$ cat src/rtl/vbm_pkg.sv
package vbm_pkg;

  typedef enum logic [3:0] {
    OP_SADD1  = 4'd0,
    OP_SADD2  = 4'd1,
    OP_SADD3  = 4'd2,
    OP_ROR    = 4'd3,
    OP_RORW   = 4'd4,
    OP_EXTS   = 4'd5,
    OP_EXTU   = 4'd6,
    OP_CLO    = 4'd7,
    OP_CLZ    = 4'd8,
    OP_REV    = 4'd9,
    OP_REVW   = 4'd10,
    OP_ZBYTE  = 4'd11,
    OP_BTEST  = 4'd12,
    OP_MVEQZ  = 4'd13,
    OP_MVNEZ  = 4'd14,
    OP_UNDEF  = 4'd15
  } vbm_op_e;

endpackage

$ cat src/rtl/vbm_arith_unit.sv
module vbm_arith_unit
  import vbm_pkg::*;
#(
  parameter int XLEN = 64,
  localparam int SHW  = $clog2(XLEN),
  localparam int HALF = XLEN / 2
) (
  input  vbm_op_e          op,
  input  logic [XLEN-1:0]  a,
  input  logic [XLEN-1:0]  b,
  input  logic [SHW-1:0]   sh,
  input  logic [SHW-1:0]   msb,
  input  logic [SHW-1:0]   lsb,
  output logic [XLEN-1:0]  y
);

  logic [XLEN-1:0] rot_full;
  logic [HALF-1:0] w_src;
  logic [HALF-1:0] w_rot;
  logic [SHW-2:0]  w_sh;
  logic [SHW:0]    up_amt;
  logic [SHW:0]    dn_amt;
  logic [XLEN-1:0] up_val;
  logic [XLEN-1:0] ext_s;
  logic [XLEN-1:0] ext_u;

  always_comb begin
    rot_full = (a >> sh) | (a << (XLEN - int'(sh)));
    w_src    = a[HALF-1:0];
    w_sh     = sh[SHW-2:0];
    w_rot    = (w_src >> w_sh) | (w_src << (HALF - int'(w_sh)));
    // left-justify the field, then shift it back down
    up_amt   = (SHW+1)'(XLEN-1) - {1'b0, msb};
    dn_amt   = up_amt + {1'b0, lsb};
    up_val   = a << up_amt;
    ext_s    = XLEN'($signed(up_val) >>> dn_amt);
    ext_u    = up_val >> dn_amt;
  end

  always_comb begin
    unique case (op)
      OP_SADD1: y = a + (b << 1);
      OP_SADD2: y = a + (b << 2);
      OP_SADD3: y = a + (b << 3);
      OP_ROR:   y = rot_full;
      OP_RORW:  y = {{HALF{w_rot[HALF-1]}}, w_rot};
      OP_EXTS:  y = ext_s;
      OP_EXTU:  y = ext_u;
      default:  y = '0;
    endcase
  end

endmodule

$ cat src/rtl/vbm_lead_count.sv
module vbm_lead_count #(
  parameter int W = 64,
  localparam int CW = $clog2(W) + 1
) (
  input  logic [W-1:0]  v,
  output logic [CW-1:0] cnt
);

  logic hit;

  always_comb begin
    cnt = '0;
    hit = 1'b0;
    for (int i = W - 1; i >= 0; i--) begin
      if (!hit) begin
        if (v[i]) hit = 1'b1;
        else      cnt = cnt + 1'b1;
      end
    end
  end

endmodule

$ cat src/rtl/vbm_byte_unit.sv
module vbm_byte_unit
  import vbm_pkg::*;
#(
  parameter int XLEN = 64,
  localparam int SHW  = $clog2(XLEN),
  localparam int NB   = XLEN / 8,
  localparam int HALF = XLEN / 2,
  localparam int HNB  = NB / 2
) (
  input  vbm_op_e          op,
  input  logic [XLEN-1:0]  a,
  input  logic [SHW-1:0]   sh,
  output logic [XLEN-1:0]  y
);

  logic [XLEN-1:0] rev_full;
  logic [HALF-1:0] rev_word;
  logic [XLEN-1:0] zmask;

  for (genvar g = 0; g < NB; g++) begin : g_lane
    assign rev_full[8*g +: 8] = a[8*(NB-1-g) +: 8];
    assign zmask[8*g +: 8]    = (a[8*g +: 8] == 8'h00) ? 8'hFF : 8'h00;
  end

  for (genvar g = 0; g < HNB; g++) begin : g_wlane
    assign rev_word[8*g +: 8] = a[8*(HNB-1-g) +: 8];
  end

  always_comb begin
    unique case (op)
      OP_REV:   y = rev_full;
      OP_REVW:  y = {{HALF{rev_word[HALF-1]}}, rev_word};
      OP_ZBYTE: y = zmask;
      OP_BTEST: y = {{(XLEN-1){1'b0}}, a[sh]};
      default:  y = '0;
    endcase
  end

endmodule

$ cat src/rtl/vbm_alu.sv
module vbm_alu
  import vbm_pkg::*;
#(
  parameter int XLEN = 64,
  localparam int SHW = $clog2(XLEN),
  localparam int CW  = SHW + 1
) (
  input  logic             clk,
  input  logic             rst_n,
  input  logic             op_valid,
  input  logic [3:0]       op_code,
  input  logic [XLEN-1:0]  src_a,
  input  logic [XLEN-1:0]  src_b,
  input  logic [XLEN-1:0]  src_old,
  input  logic [SHW-1:0]   imm_sh,
  input  logic [SHW-1:0]   imm_msb,
  input  logic [SHW-1:0]   imm_lsb,
  output logic [XLEN-1:0]  res,
  output logic             wr_en,
  output logic             illegal
);

  vbm_op_e         op;
  logic [XLEN-1:0] arith_y;
  logic [XLEN-1:0] byte_y;
  logic [CW-1:0]   clo_cnt;
  logic [CW-1:0]   clz_cnt;
  logic            bad_field;
  logic            bad_op;
  logic            reject;
  logic [XLEN-1:0] res_d;
  logic            wr_d;
  logic            ill_d;

  assign op = vbm_op_e'(op_code);

  vbm_arith_unit #(.XLEN(XLEN)) u_arith (
    .op (op), .a (src_a), .b (src_b), .sh (imm_sh),
    .msb(imm_msb), .lsb(imm_lsb), .y (arith_y)
  );

  vbm_lead_count #(.W(XLEN)) u_clo (.v(~src_a), .cnt(clo_cnt));
  vbm_lead_count #(.W(XLEN)) u_clz (.v(src_a),  .cnt(clz_cnt));

  vbm_byte_unit #(.XLEN(XLEN)) u_byte (
    .op(op), .a(src_a), .sh(imm_sh), .y(byte_y)
  );

  // next-state
  always_comb begin
    bad_field = ((op == OP_EXTS) || (op == OP_EXTU)) && (imm_lsb > imm_msb);
    bad_op    = (op == OP_UNDEF);
    reject    = bad_field || bad_op;
    unique case (op)
      OP_CLO:   res_d = {{(XLEN-CW){1'b0}}, clo_cnt};
      OP_CLZ:   res_d = {{(XLEN-CW){1'b0}}, clz_cnt};
      OP_REV, OP_REVW, OP_ZBYTE, OP_BTEST: res_d = byte_y;
      OP_MVEQZ: res_d = (src_b == '0) ? src_a : src_old;
      OP_MVNEZ: res_d = (src_b != '0) ? src_a : src_old;
      OP_UNDEF: res_d = '0;
      default:  res_d = arith_y;
    endcase
    if (reject) res_d = '0;
    wr_d  = op_valid && !reject;
    ill_d = op_valid && reject;
  end

  // registers
  always_ff @(posedge clk or negedge rst_n) begin
    if (!rst_n) begin
      res     <= '0;
      wr_en   <= 1'b0;
      illegal <= 1'b0;
    end else begin
      wr_en   <= wr_d;
      illegal <= ill_d;
      if (op_valid) res <= res_d;
    end
  end

endmodule

$ cat config.mk
export PLATFORM = sky130hd
export DESIGN_NAME = vbm_alu
export DESIGN_NICKNAME = d
export VERILOG_FILES = /design/src/rtl/vbm_pkg.sv /design/src/rtl/vbm_arith_unit.sv /design/src/rtl/vbm_lead_count.sv /design/src/rtl/vbm_byte_unit.sv /design/src/rtl/vbm_alu.sv
export SDC_FILE = /design/constraint.sdc
export NUM_CORES = 2
export LEC_CHECK = 0
export BUFFER_PORTS_ARGS = -buffer_cell sky130_fd_sc_hd__buf_2
export CAP_MARGIN = 40
export CORE_MARGIN = 4
export CORE_UTILIZATION = 60
export DETAILED_ROUTE_END_ITERATION = 7
export PLACE_DENSITY = 0.79
export SLEW_MARGIN = 20
export SYNTH_ARGS = -nofsm -noshare
export SYNTH_HDL_FRONTEND = slang
export SYNTH_SLANG_ARGS = --single-unit
$ cat constraint.sdc
create_clock -name clk -period 1.5 [get_ports clk]
set_input_delay 0.3 -clock clk [delete_from_list [all_inputs] [get_ports clk]]
set_output_delay 0.3 -clock clk [all_outputs]
set_load 0.05 [all_outputs]
==> flow_metrics.tcl, run 1 <==
set metrics [dict create \
    status "stopped before the end" \
    haltStage "clock tree synthesis" \
    error "[ERROR DPL-0033] detailed placement checks failed during check placement." \
    htreeDepth 3 \
    rows 103 \
    ys.flop_type "dfrtp_1" \
    pin_count 283 \
    synth_edf_count 0 \
    initial_utilization 0.609 \
    ys.warnings.count 0 \
    gp_congestion 1.44 \
    syn_area_um2 48400 \
    dpl.hpwl_mm 263 \
    syn_area_per_cell_um2 6.51 \
    dieHeight_um 292 \
    cts_root_buf "clkbuf_16" \
    die_w_um 292 \
    ys_seq_elements 66 \
    clockBufferDepth 2 \
    cts_resized 929 \
    cts_sinks 66 \
    pre_cts_slack_ps -27420 \
    cts_hold_buf 1 \
    numPortBuffers 282 \
    cts_buffers 9 \
    synth.distinct_cells 108 \
    synth_cells 7431 \
    synthArstFlopShare 1.00 \
    post_cts_buffers 328 \
    synth_nets 7961 \
    seq_area_frac_synth 0.0341 \
]
-- through the flow --
stage,area [µm²],utilization,hold WS [ps],instances
after floorplan,50100,-,4.41,7431
after global placement,72100,0.906,352,11000
after detailed placement,72100,0.907,367,11000
-- cell families after synthesis --
| family | after synthesis | synth area share |
|---|---|---|
| simple gates | 2783 | 0.263 |
| compound gates | 2446 | 0.325 |
| buf+inv | 728 | 0.0572 |
| xor+xnor | 569 | 0.117 |
| mux | 504 | 0.117 |
| fa+ha+maj | 335 | 0.0861 |
| flops | 66 | 0.0341 |
-- synth_stat cells, drive strengths merged (53+ instances only) --
| library cell | n | area share |
|---|---|---|
| a22oi | 60 | 0.0093 |
| ha | 309 | 0.080 |
| o21ai | 647 | 0.067 |
| xor2 | 190 | 0.036 |
| mux2 | 80 | 0.019 |
| and2 | 76 | 0.0099 |
| and3 | 84 | 0.011 |
| inv | 208 | 0.016 |
| o221ai | 73 | 0.013 |
| a221oi | 105 | 0.019 |
| mux2i | 383 | 0.079 |
| o21bai | 57 | 0.0088 |
| nand2 | 895 | 0.069 |
| nor2 | 902 | 0.070 |
| o22ai | 104 | 0.013 |
| nand2b | 123 | 0.016 |
| a21o | 84 | 0.013 |
| nor4 | 66 | 0.0088 |
| clkbuf | 417 | 0.032 |
| nor3 | 171 | 0.018 |
| a211oi | 103 | 0.016 |
| o211ai | 90 | 0.014 |
| buf | 98 | 0.0083 |
| dfrtp | 66 | 0.034 |
| nand3 | 155 | 0.016 |
| a31oi | 83 | 0.011 |
| or3 | 53 | 0.0070 |
| nand4 | 53 | 0.0070 |
| nor2b | 81 | 0.010 |
| a21oi | 623 | 0.064 |
| xnor2 | 348 | 0.066 |
==> inputs of run 2 (changes only) <==
Settings changed: CORE_UTILIZATION 60 to 40, PLACE_DENSITY 0.79 to default, PLACE_DENSITY_LB_ADDON from default to 0.15.
==> run 2 against run 1 <==
  * The flow now finishes, with violations (DRC, setup timing)
  * Synthesized area unchanged
  * Synthesized cell count unchanged
==> flow_metrics.tcl, run 2 <==
set metrics [dict create \
    htreeDepth 3 \
    syn_area_um2 48400 \
    synthArstFlopShare 1.00 \
    die_w_um 356 \
    hold_path_class "primary input to register" \
    finalNonFillerCells 12100 \
    rows 127 \
    synth.distinct_cells 108 \
    synth_top_area_frac 0.0799 \
    crit_fanout 4 \
    pre_cts_slack_ps -25280 \
    crit_top_cell "ha_1" \
    synth_cells 7431 \
    startpoint_type "primary input" \
    gp_congestion 1.18 \
    cts_tree "yes" \
    finalSetupTns_ps -354610 \
    crit_type "primary input to register" \
    yosysTopAreaCell "ha_1" \
    yosysMostFrequentCell "nor2_1" \
    ys.flop_type "dfrtp_1" \
    pin_count 283 \
    power_mw 39.5 \
    drc 1 \
    antenna_found_initial 40 \
    switchingPower_mw 21.1 \
    critPathSlowestCell "or3_1" \
    worst_slew_pin_slew_ps 928 \
    max_flop_register "res" \
    p_seq_frac 0.059 \
    hold_violations 0 \
    core_um2 120000 \
    cts_root_buf "clkbuf_16" \
    maxSlewHeadroom 0.381 \
    post-route-util 0.660 \
    cts_buffers 9 \
    synth_nets 7961 \
    dieHeight_um 356 \
    placed_cells 11900 \
    cp.arrival_ps 26740 \
    cts_sinks 66 \
    slowest_delay_ps 380 \
    insertion_delay_ps 400 \
    use_met1 0.584 \
    rsz0062_at_grt "true" \
    report.final.slew_viol_count 0 \
    layout_commonest_cell "buf_4" \
    p_sw_frac 0.535 \
    powerDensity_nw_per_um2 498 \
    synth_commonest_cells "nor2_1 (895), nand2_1 (894), o21ai_0 (640), a21oi_1 (623), clkbuf_1 (416)" \
    grt_pass1_wl_mm 460 \
    ys_seq_elements 66 \
    grt_pass1_vias 71500 \
    avgViaCountPerCell 6.16 \
    pwr-share-clk 0.062 \
    setup-violations-final 69 \
    path_clk_slew_ps 90 \
    p_leak_nw 37.1 \
    cap_viol_max_count 0 \
    track_usage 0.482 \
    worstPathRequired_ps 1800 \
    post-route-min-period_ps 26450 \
    clockBufferDepth 2 \
    dpl.hpwl_mm 263 \
    detail_route.wl_per_cell_um 26.6 \
    p_comb_frac 0.879 \
    internal_power_mw 18.3 \
    fin_area_um2 79200 \
    syn2layout_area_growth_pct 63.7 \
    largestRegisters "res (64), illegal (1), wr_en (1)" \
    gr-total-overflow 0 \
    totalWireLength_mm 323 \
    grt_use_met2 0.717 \
    ys.warnings.count 0 \
    violations "DRC, setup timing" \
    synth_edf_count 0 \
    fin_skew_ps 0 \
    whs_ps 210 \
    seq_area_frac_synth 0.0341 \
    final_cell_mix "buf_4 (3181), nand2_1 (868), nor2_1 (855), a21oi_1 (502), o21ai_0 (450)" \
    layout-drive-gt1-share 0.415 \
    finish.net_count 11000 \
    ant_nets 0 \
    critPathCaptureType "register" \
    syn_area_per_cell_um2 6.51 \
    fmax_mhz 37.8 \
    fin_crit_sh 17.6 \
    status "finished with violations" \
    vias 74800 \
    placed_area_um2 74900 \
    top_usage_layer "met2" \
    path_buf_inv 14 \
    grt_start_max_net_pins 79 \
    largest_register_ffs 64 \
    drtIter0Drc 9372 \
    irDropWorstVdd_uv 651 \
    grtUsageMet3 0.174 \
    synth.area.top_cells "ha_1 (8.0%), mux2i_1 (7.9%), nor2_1 (6.9%)" \
    die_area_um2 127000 \
    fin_ws_ps -24950 \
    first_pass_iters 8 \
    crit_family "compound AO/OA/AOI/OAI gates" \
    numPortBuffers 282 \
    initial_utilization 0.403 \
]
-- run 2: cell counts after synthesis --
Identical to the previous run, type by type.
-- run 2: worst reg2reg max path: stages, from the launching register on --
cell and delay [ps]:
dfrtp_4 600, nor2b_1 230, a221o_1 290, a211o_1 240, a21oi_1 270, buf_4 220, o21ai_1 90, o22a_1 200
-- run 2: area by class of cell --
class	count	area (µm²)
Antenna cell	32	80.1
Clock buffer	13	250
Clock inverter	3	15.0
Fill cell	10500	40700
Inverter	213	840
Multi-Input combinational cell	6637	47200
Sequential cell	66	1660
Tap cell	1612	2020
Timing Repair Buffer	3561	27100
-- run 2: metal layers --
layer	part of all wire	routed length, µm
met1	0.38	123000
met2	0.41	132000
met3	0.13	41200
met4	0.082	26500
met5	0.00052	167
-- run 2: timing repair --
action / CTS / global route
endpoints found under the setup margin: 78 / 74
pin swaps: 335 / 299
resized for setup: 302 / 260
cloned: 0 / 0
hold buffers: 1 / 0
setup buffers: 153 / 67
hold endpoints to repair: 66 / 0
-- run 2: cell families after synthesis --
group | share of synthesized area
AO/OA/AOI/OAI | 0.325
XOR/XNOR | 0.117
adder cells (fa/ha/maj) | 0.0861
buffers and inverters | 0.0572
flip-flops | 0.0341
multiplexers | 0.117
AND/OR/NAND/NOR | 0.263
-- run 2: worst paths after layout --
path / cells after the start / end / slack (ps) / start
min in group asynchronous: 3 / res[50]$_DFFE_PN0P_ / 410 / rst_n
setup / recovery: 167 / res[5]$_DFFE_PN0P_ / -24950 / src_a[63]
hold / removal: 3 / res[50]$_DFFE_PN0P_ / 210 / src_old[50]
hold reg to reg: 1 / res[39]$_DFFE_PN0P_ / 510 / res[39]$_DFFE_PN0P_
max in group asynchronous: 3 / res[18]$_DFFE_PN0P_ / 470 / rst_n
setup reg to reg: 7 / res[6]$_DFFE_PN0P_ / -740 / res[6]$_DFFE_PN0P_
-- run 2: power groups by stage --
stage	combinational (mW)	clock [mW]	sequential (mW)
global placement	30.8	0	2.30
finish	34.7	2.45	2.32
global route	36.1	2.43	2.32
floorplan	14.3	0	3.00
detailed placement	31.1	0	2.30
CTS	32.4	2.41	2.27
(Power assumes the default switching activity.)
